### src/rtl/tdm_alarm_pkg.sv
package tdm_alarm_pkg;

    localparam int DATA_W  = 16;
    localparam int CHAN_N  = 32;
    localparam int CHAN_W  = $clog2(CHAN_N);
    localparam int SEL_W   = 2;
    localparam int ALARM_N = 5;
    localparam int EN_LSB  = 0;
    localparam int ST_LSB  = 6;
    localparam int CH_LSB  = 11;
    localparam int HALF    = CHAN_N / 2;

    typedef enum logic [SEL_W-1:0] {
        SEL_CTRL   = 2'd0,
        SEL_STAT   = 2'd1,
        SEL_MAP_LO = 2'd2,
        SEL_MAP_HI = 2'd3
    } reg_sel_e;

    // bit 0 upward: los, udt_buf, sdt_buf, perm, simple
    typedef struct packed {
        logic simple;
        logic perm;
        logic sdt_buf;
        logic udt_buf;
        logic los;
    } alarm_vec_t;

    typedef struct packed {
        logic arm_perm;
        logic arm_simple;
    } arm_cfg_t;

    localparam alarm_vec_t ALARM_RST = alarm_vec_t'(5'b00001);

    function automatic logic [DATA_W-1:0] pack_status(alarm_vec_t en,
                                                      alarm_vec_t st,
                                                      logic [CHAN_W-1:0] ch);
        return {ch, st, 1'b0, en};
    endfunction

    // keep bits from a zero-to-clear write; a locked los bit is always kept
    function automatic alarm_vec_t apply_clear(alarm_vec_t cur,
                                               logic [ALARM_N-1:0] keep,
                                               logic los_locked);
        alarm_vec_t k;
        k = alarm_vec_t'(keep);
        if (los_locked) k.los = 1'b1;
        return alarm_vec_t'(cur & k);
    endfunction

endpackage

### src/rtl/tdm_alarm_port.sv
module tdm_alarm_port
    import tdm_alarm_pkg::*;
(
    input  logic              clk,
    input  logic              rst,
    input  alarm_vec_t        ev_i,
    input  logic [CHAN_W-1:0] simple_ch_i,
    input  logic [CHAN_W-1:0] perm_ch_i,
    input  logic              wr_i,
    input  reg_sel_e          sel_i,
    input  logic [DATA_W-1:0] wdata_i,
    output logic [DATA_W-1:0] rdata_o,
    output alarm_vec_t        st_o,
    output alarm_vec_t        en_o
);

    arm_cfg_t          arm_q;
    logic              cfg_done_q;
    alarm_vec_t        en_q, st_q;
    logic [CHAN_W-1:0] last_ch_q;
    logic [CHAN_N-1:0] map_q;

    alarm_vec_t        set_v, st_d;
    logic [CHAN_N-1:0] map_keep, map_set;
    logic              wr_stat, wr_ctrl;

    assign wr_stat = wr_i && (sel_i == SEL_STAT);
    assign wr_ctrl = wr_i && (sel_i == SEL_CTRL);

    always_comb begin
        set_v        = ev_i;
        set_v.simple = ev_i.simple & arm_q.arm_simple;
        set_v.perm   = ev_i.perm & arm_q.arm_perm;
        st_d         = wr_stat ? apply_clear(st_q, wdata_i[ST_LSB +: ALARM_N], !cfg_done_q)
                               : st_q;
        st_d         = alarm_vec_t'(st_d | set_v);
    end

    always_comb begin
        map_keep = '1;
        if (wr_i && sel_i == SEL_MAP_LO) map_keep[HALF-1:0]      = wdata_i;
        if (wr_i && sel_i == SEL_MAP_HI) map_keep[CHAN_N-1:HALF] = wdata_i;
        map_set  = ev_i.perm ? (CHAN_N'(1) << perm_ch_i) : '0;
    end

    always_ff @(posedge clk) begin
        if (rst) begin
            arm_q      <= '0;
            cfg_done_q <= 1'b0;
            en_q       <= '0;
            st_q       <= ALARM_RST;
            last_ch_q  <= '0;
            map_q      <= '0;
        end else begin
            if (wr_ctrl) begin
                arm_q      <= arm_cfg_t'(wdata_i[1:0]);
                cfg_done_q <= 1'b1;
            end
            if (wr_stat) en_q <= alarm_vec_t'(wdata_i[EN_LSB +: ALARM_N]);
            st_q  <= st_d;
            if (ev_i.simple) last_ch_q <= simple_ch_i;
            map_q <= (map_q & map_keep) | map_set;
        end
    end

    always_comb begin
        unique case (sel_i)
            SEL_CTRL:   rdata_o = {{(DATA_W-2){1'b0}}, arm_q};
            SEL_STAT:   rdata_o = pack_status(en_q, st_q, last_ch_q);
            SEL_MAP_LO: rdata_o = map_q[HALF-1:0];
            default:    rdata_o = map_q[CHAN_N-1:HALF];
        endcase
    end

    assign st_o = st_q;
    assign en_o = en_q;

endmodule

### src/rtl/tdm_alarm_summary.sv
module tdm_alarm_summary
    import tdm_alarm_pkg::*;
#(
    parameter int NUM_PORTS = 4
) (
    input  logic                         clk,
    input  logic                         rst,
    input  logic [NUM_PORTS*ALARM_N-1:0] st_flat_i,
    input  logic [NUM_PORTS*ALARM_N-1:0] en_flat_i,
    output logic                         srv_o
);

    logic pend;
    assign pend = |(st_flat_i & en_flat_i);

    always_ff @(posedge clk) begin
        if (rst) srv_o <= 1'b0;
        else     srv_o <= pend;
    end

endmodule

### src/rtl/tdm_alarm_bank.sv
module tdm_alarm_bank
    import tdm_alarm_pkg::*;
#(
    parameter int NUM_PORTS = 4,
    localparam int PORT_W   = (NUM_PORTS > 1) ? $clog2(NUM_PORTS) : 1,
    localparam int ADDR_W   = PORT_W + SEL_W
) (
    input  logic                        clk,
    input  logic                        rst,
    input  logic [NUM_PORTS-1:0]        ev_los,
    input  logic [NUM_PORTS-1:0]        ev_udt_buf,
    input  logic [NUM_PORTS-1:0]        ev_sdt_buf,
    input  logic [NUM_PORTS-1:0]        ev_simple,
    input  logic [NUM_PORTS*CHAN_W-1:0] simple_chan,
    input  logic [NUM_PORTS-1:0]        ev_perm,
    input  logic [NUM_PORTS*CHAN_W-1:0] perm_chan,
    input  logic [ADDR_W-1:0]           reg_addr,
    input  logic                        reg_wr,
    input  logic [DATA_W-1:0]           reg_wdata,
    output logic [DATA_W-1:0]           reg_rdata,
    output logic                        srv_req
);

    logic [PORT_W-1:0]            port_idx;
    reg_sel_e                     sel;
    logic [DATA_W-1:0]            rd_arr [NUM_PORTS];
    logic [NUM_PORTS*ALARM_N-1:0] st_flat, en_flat;

    assign port_idx = reg_addr[ADDR_W-1:SEL_W];
    assign sel      = reg_sel_e'(reg_addr[SEL_W-1:0]);

    for (genvar p = 0; p < NUM_PORTS; p++) begin : g_port
        alarm_vec_t ev, st, en;
        always_comb begin
            ev.los     = ev_los[p];
            ev.udt_buf = ev_udt_buf[p];
            ev.sdt_buf = ev_sdt_buf[p];
            ev.perm    = ev_perm[p];
            ev.simple  = ev_simple[p];
        end
        tdm_alarm_port u_port (
            .clk         (clk),
            .rst         (rst),
            .ev_i        (ev),
            .simple_ch_i (simple_chan[p*CHAN_W +: CHAN_W]),
            .perm_ch_i   (perm_chan[p*CHAN_W +: CHAN_W]),
            .wr_i        (reg_wr && (port_idx == PORT_W'(p))),
            .sel_i       (sel),
            .wdata_i     (reg_wdata),
            .rdata_o     (rd_arr[p]),
            .st_o        (st),
            .en_o        (en)
        );
        assign st_flat[p*ALARM_N +: ALARM_N] = st;
        assign en_flat[p*ALARM_N +: ALARM_N] = en;
    end

    always_comb begin
        reg_rdata = '0;
        for (int p = 0; p < NUM_PORTS; p++)
            if (port_idx == PORT_W'(p)) reg_rdata = rd_arr[p];
    end

    tdm_alarm_summary #(.NUM_PORTS(NUM_PORTS)) u_summary (
        .clk       (clk),
        .rst       (rst),
        .st_flat_i (st_flat),
        .en_flat_i (en_flat),
        .srv_o     (srv_req)
    );

endmodule

### config.mk
export PLATFORM = sky130hd
export DESIGN_NAME = tdm_alarm_bank
export DESIGN_NICKNAME = d
export VERILOG_FILES = /design/src/rtl/tdm_alarm_pkg.sv /design/src/rtl/tdm_alarm_port.sv /design/src/rtl/tdm_alarm_summary.sv /design/src/rtl/tdm_alarm_bank.sv
export SDC_FILE = /design/constraint.sdc
export NUM_CORES = 1
export LEC_CHECK = 0
export ABC_AREA = 0
export BUFFER_PORTS_ARGS = -buffer_cell sky130_fd_sc_hd__clkbuf_2
export CORE_ASPECT_RATIO = 0.5
export CORE_UTILIZATION = 59
export CTS_CLUSTER_DIAMETER = 40
export DETAILED_ROUTE_END_ITERATION = 10
export PLACE_DENSITY = 0.8
export SYNTH_ARGS = -nofsm -noshare
export SYNTH_HDL_FRONTEND = slang
export SYNTH_SLANG_ARGS = --single-unit
### constraint.sdc
create_clock -name clk -period 2.6 [get_ports clk]
set_clock_uncertainty 0.05 [all_clocks]
set_input_delay 0.52 -clock clk [delete_from_list [all_inputs] [get_ports clk]]
set_output_delay 0.52 -clock clk [all_outputs]
set_load 0.1 [all_outputs]
Yosys cells after proc, flatten, opt, wreduce, memory -nomap -nowiden --
Cells that the tools add are included.
Cells by class: reduce and logical (&&, ||, !) cells 23, mux-type cells 28, equal/unequal tests 6, bitwise logic cells 25, multipliers 0, magnitude comparators 0, div/mod/pow operators 0, $add $sub $neg 0, shift-type cells 4
Operators with widths (number):
- 2-to-1 mux 16 bit | 12
- one-hot mux 16 bit (3 select lines) | 4
- AND 32 bit | 4
- 2-to-1 mux 32 bit | 4
- bitwise OR 32 bit | 4
- << shifter 1 x 5 -> 32 bit, first input constant | 4
- AND 20 bit | 1
- AND 5 bit | 4
- logical AND 1 bit | 20
- 2-to-1 mux 5 bit | 4
- bitwise OR 5 bit | 4
- OR reduction 20 bit | 1
- AND 1 bit | 8
- equality test 2 bit, second input constant | 4
- equality test 2 x 1 -> 1 bit, second input constant | 2
- logical NOT 2 bit | 2
- 2-to-1 mux 1 bit | 4
Word-level totals: logic and storage cells 147, memory bits (writable) 0, input port bits 83, memories kept 0, output and inout port bits 17, bits in latches 0, memory bits (read-only) 0, bits in registers 201

Depth between registers and ports, before layout --
word-level depth 6, mapped depth 8, depth with buffers taken out 4

Hierarchy --
From an unflattened synthesis, not the netlist that was laid out.
Unflattened totals: cell total of the unflattened synthesis 1097, area, all modules 11318.4 sq um
Modules (own cells, without submodules):
- tdm_alarm_port | seq. area each 1001.0 sq um, area an instance 2688.8 sq um, times used 4, cells an instance 265
- tdm_alarm_bank | seq. area each 0.0 sq um, area an instance 424.2 sq um, times used 1, cells an instance 24
- tdm_alarm_summary | seq. area each 20.0 sq um, area an instance 138.9 sq um, times used 1, cells an instance 13

Worst setup path after synthesis --
Ideal clock, no wire load.
path type input -> output, start input port reg_addr[0], end output port reg_rdata[5], path slack -1.362 ns, arrival time 3.392 ns, stages on the path 6, cell sequence buf_6 buf_6 buf_4 mux2_2 a21oi_1 a21boi_0
On the way: cells in the longest elaborated chain, start to end 6, elaborated cells on any way between the ends 11
Ends and longest elaborated chain:
- start, declared | line tdm_alarm_bank.sv:17 | input logic [ADDR_W-1:0] reg_addr,
- equality test 2 bit (tied with other cells) | line tdm_alarm_port.sv:67 | unique case (sel_i)
- one-hot mux 16 bit (3 select lines) | line tdm_alarm_port.sv:67
- 2-to-1 mux 16 bit (3 in series) | line tdm_alarm_bank.sv:61 | if (port_idx == PORT_W'(p)) reg_rdata = rd_arr[p];
- 2-to-1 mux 16 bit * | line tdm_alarm_bank.sv:61
- end, declared | line tdm_alarm_bank.sv:20 | output logic [DATA_W-1:0] reg_rdata,
Mark *: on every way between the ends. The rest lies on a longest branch, timed or not.

Final worst setup path --
start input port reg_addr[0], end output port reg_rdata[4]
The elaborated chain is that of the path after synthesis.

==> results.yml <==
route:
  via_count: 9406
  drc: 0
  final_antenna_net_count: 0
  drtIter0Drc: 1307
  first_pass_iters: 6
  wirelength_um: 32360
  routedWlPerCell_um: 22.90
  vias_per_cell: 6.657
cts:
  cts_tree: "built"
  postCtsHoldBufs: 0
  cts_max_path_buffers: 3
  clkSinkCount: 201
  cts_root_buffer: "clkbuf_16"
  clk_latency_ns: 0.50
  htree_num_levels: 1
  numCtsBuffers: 19
  path_clk_slew_ns: 0.07
grt:
  antenna_found_initial: 0
  grt_pass1_vias: 8560
  grt.busiest_layer: "met2"
  gr-usage-met2: 0.5472
  grtUsageMet1: 0.5347
  grt_overflow: 0
  grt_pass1_wl_um: 48120
  grt_usage: 0.3736
  grt_use_met3: 0.1007
  grt_max_degree: 105
setup_path:
  critPathMaxFanout: 14
  slowest_stage: "a221oi_2"
  crit_path_frequent_cell: "buf_12"
  worstPathRequired_ns: 2.03
  critPathTopFamily: "buffers and inverters"
  cp_num_buf_inv: 5
  cp_slowest_stage_delay_ns: 0.28
  cp.arrival_ns: 2.04
  end_kind: "primary output"
  crit_path_start_kind: "input pin"
  crit_chain: "buf_8 > nor2b_4 > buf_4 > buf_12 > clkbuf_16 > a221oi_2 > a21oi_1 > a21o_2 > buf_12"
  crit_type: "in -> out"
power_and_ir_drop:
  switchingPower_mw: 1.895
  p_leak_nw: 4.152
  vdd_drop_max_mv: 0.4098
  intPower_mw: 4.994
  swShare: 0.2750
  clkPwrFrac: 0.400
  seqPwrFrac: 0.462
  power_density_nw_per_um2: 616.0
  comb_power_share: 0.138
placement:
  place_area_um2: 10220
  placed_cells: 1368
  place_congestion: 0.9812
  port_buffers: 99
  dp_hpwl_um: 22010
hold_path:
  hold_class: "in -> reg"
timing:
  finalSetupViolCount: 1
  setup_ws_ns: -0.009912
  worst_pin_slew_ns: 0.9767
  finalCriticalPeriod_ns: 2.610
  tns_ns: -0.009912
  hold_slack_ns: 0.1576
  max_freq_mhz: 383.2
  finalHoldViolCount: 0
  timing.slew.headroom: 0.3465
  fin_crit_sh: 1.004
  slew_violations: 0
finish:
  regArea_um2: 4024
  fillers: 1145
  postLayoutCellArea_um2: 11180
  nets: 1281
  final_cell_count_no_fill: 1413
  area_growth_pct: 19.43
  final_common_cell: "dfxtp_1"
  drive_above_1_share: 0.2192
  final_cell_mix: "201 x dfxtp_1, 183 x a21oi_1, 172 x nand2_1"
  diodes: 0
  multi_input_area_um2: 5041
floorplanning:
  dieArea_um2: 16410
  initial_core_util: 0.6059
  fp.dieH_um: 91.08
  die_x_um: 180.2
  std_cell_rows: 32
  core_um2: 15450
  pin_count: 100
yosys:
  synth-edff-count: 0
  synthFlopType: "dfxtp_1"
  async_flop_share: 0
  yosysUniqueCellTypes: 43
  synth_area_um2: 9364
  yosysSeqAreaShare: 0.4297
  synth_cells: 1133
  synth-seq-cells: 201
  yosys_warnings: 0
  syn-num-nets: 1216
  synth.avg_cell_area_um2: 8.265
job:
  max_cap_violations: 0
outcome:
  violations: "setup timing"
  outcome: "finished with violations"
[layer usage]
metal	vias up	wire length [um]
li1	4175	-
met1	4426	13180
met2	702	13470
met3	103	4706
met4	0	1003
met5	-	0
[metrics by stage]
stage | setup WS (ns) | total power [mW] | utilization
6_report | -0.009912 | 6.889 | 0.7236
5_1_grt | -0.01596 | 7.040 | 0.7236
4_1_cts | 0.001362 | 6.784 | 0.7060
3_5_place_dp | -0.1769 | 4.101 | 0.6612
3_3_place_gp | -0.1733 | 4.088 | 0.6612
2_1_floorplan | -0.07621 | 3.769 | -
[state kept, by name, indices dropped and copies added (netlist names)]
name and flops:
g_port.u_port.map_q 128, g_port.u_port.last_ch_q 20, u_summary.srv_o 1, g_port.u_port.arm_q 8
g_port.u_port.cfg_done_q 4, g_port.u_port.en_o 20, g_port.u_port.st_o 20
[logic make-up (layout without fill, tap and decap cells)]
family          Yosys count  after routing  share of synthesized area
flops                   201            201                     0.4297
mux                      91             91                     0.1152
buf+inv                 102            178                    0.04971
simple gates            322            322                     0.1526
compound gates          417            417                     0.2528
[cell type report]
type                            instances  share of cell area
Clock inverter                          4            0.003133
Tap cell                              204             0.02282
Sequential cell                       201              0.3598
Inverter                               10            0.003356
Multi-Input combinational cell        830              0.4508
Clock buffer                           28             0.05091
Timing Repair Buffer                  136              0.1092
[worst reg2reg max path, stage by stage (launching register included)]
cell and delay, ns:
dfxtp_1 0.37, a22o_1 0.23, a221oi_1 0.36, and3_1 0.23, a31oi_1 0.09
[power by group through the flow]
stage,Clock [mW],Combinational (mW),Sequential [mW]
after floorplan,0,0.533,3.24
after global placement,0,0.840,3.25
after detailed placement,0,0.852,3.25
after CTS,2.73,0.870,3.18
after global routing,2.87,0.982,3.19
final,2.75,0.949,3.19
[cells in the mapped netlist (5+ instances only)]
master    number  area, um^2
nand2_1      172       645.6
a211oi_1       6       45.04
buf_2         20       100.1
and3_1         6       37.54
dfxtp_1      201        4024
mux4_2         8       180.2
nand2b_1      11       68.82
clkbuf_1      53       198.9
nor3_1         7       35.03
a22oi_1       21       157.7
nand3_1       32       160.2
a21o_1         6       45.04
a21oi_1      184       920.9
buf_1          9       33.78
mux2i_1       29       290.3
o21ai_0      141       705.7
buf_6          6       67.56
mux2_2        54       608.1
a22o_1         5       43.79
nor2_1        64       240.2
o21a_1         7       52.55
nor2b_1       14       87.58
inv_1         10       37.54
a221oi_1      38       332.8
[what timing repair did]
item                       in CTS  in global routing
pin swaps                       0                  5
hold endpoints to repair        0                  0
setup endpoints to repair      15                 15
buffers inserted                2                  5
gates resized for setup         7                 21
gates cloned                    1                  5
[path summary, 6_finish.rpt]
check	slack (ns)	start	cells after the start	to
setup / recovery	-0.01	reg_addr[0]	9	reg_rdata[4]
hold / removal	0.16	ev_los[1]	2	g_port[1].u_port.st_o[0]
setup reg to reg	1.12	g_port[1].u_port.en_o[4]	4	u_summary.srv_o
hold reg to reg	0.41	g_port[3].u_port.cfg_done_q	2	g_port[3].u_port.cfg_done_q
Note: power is estimated with default switching activity, not from simulation.
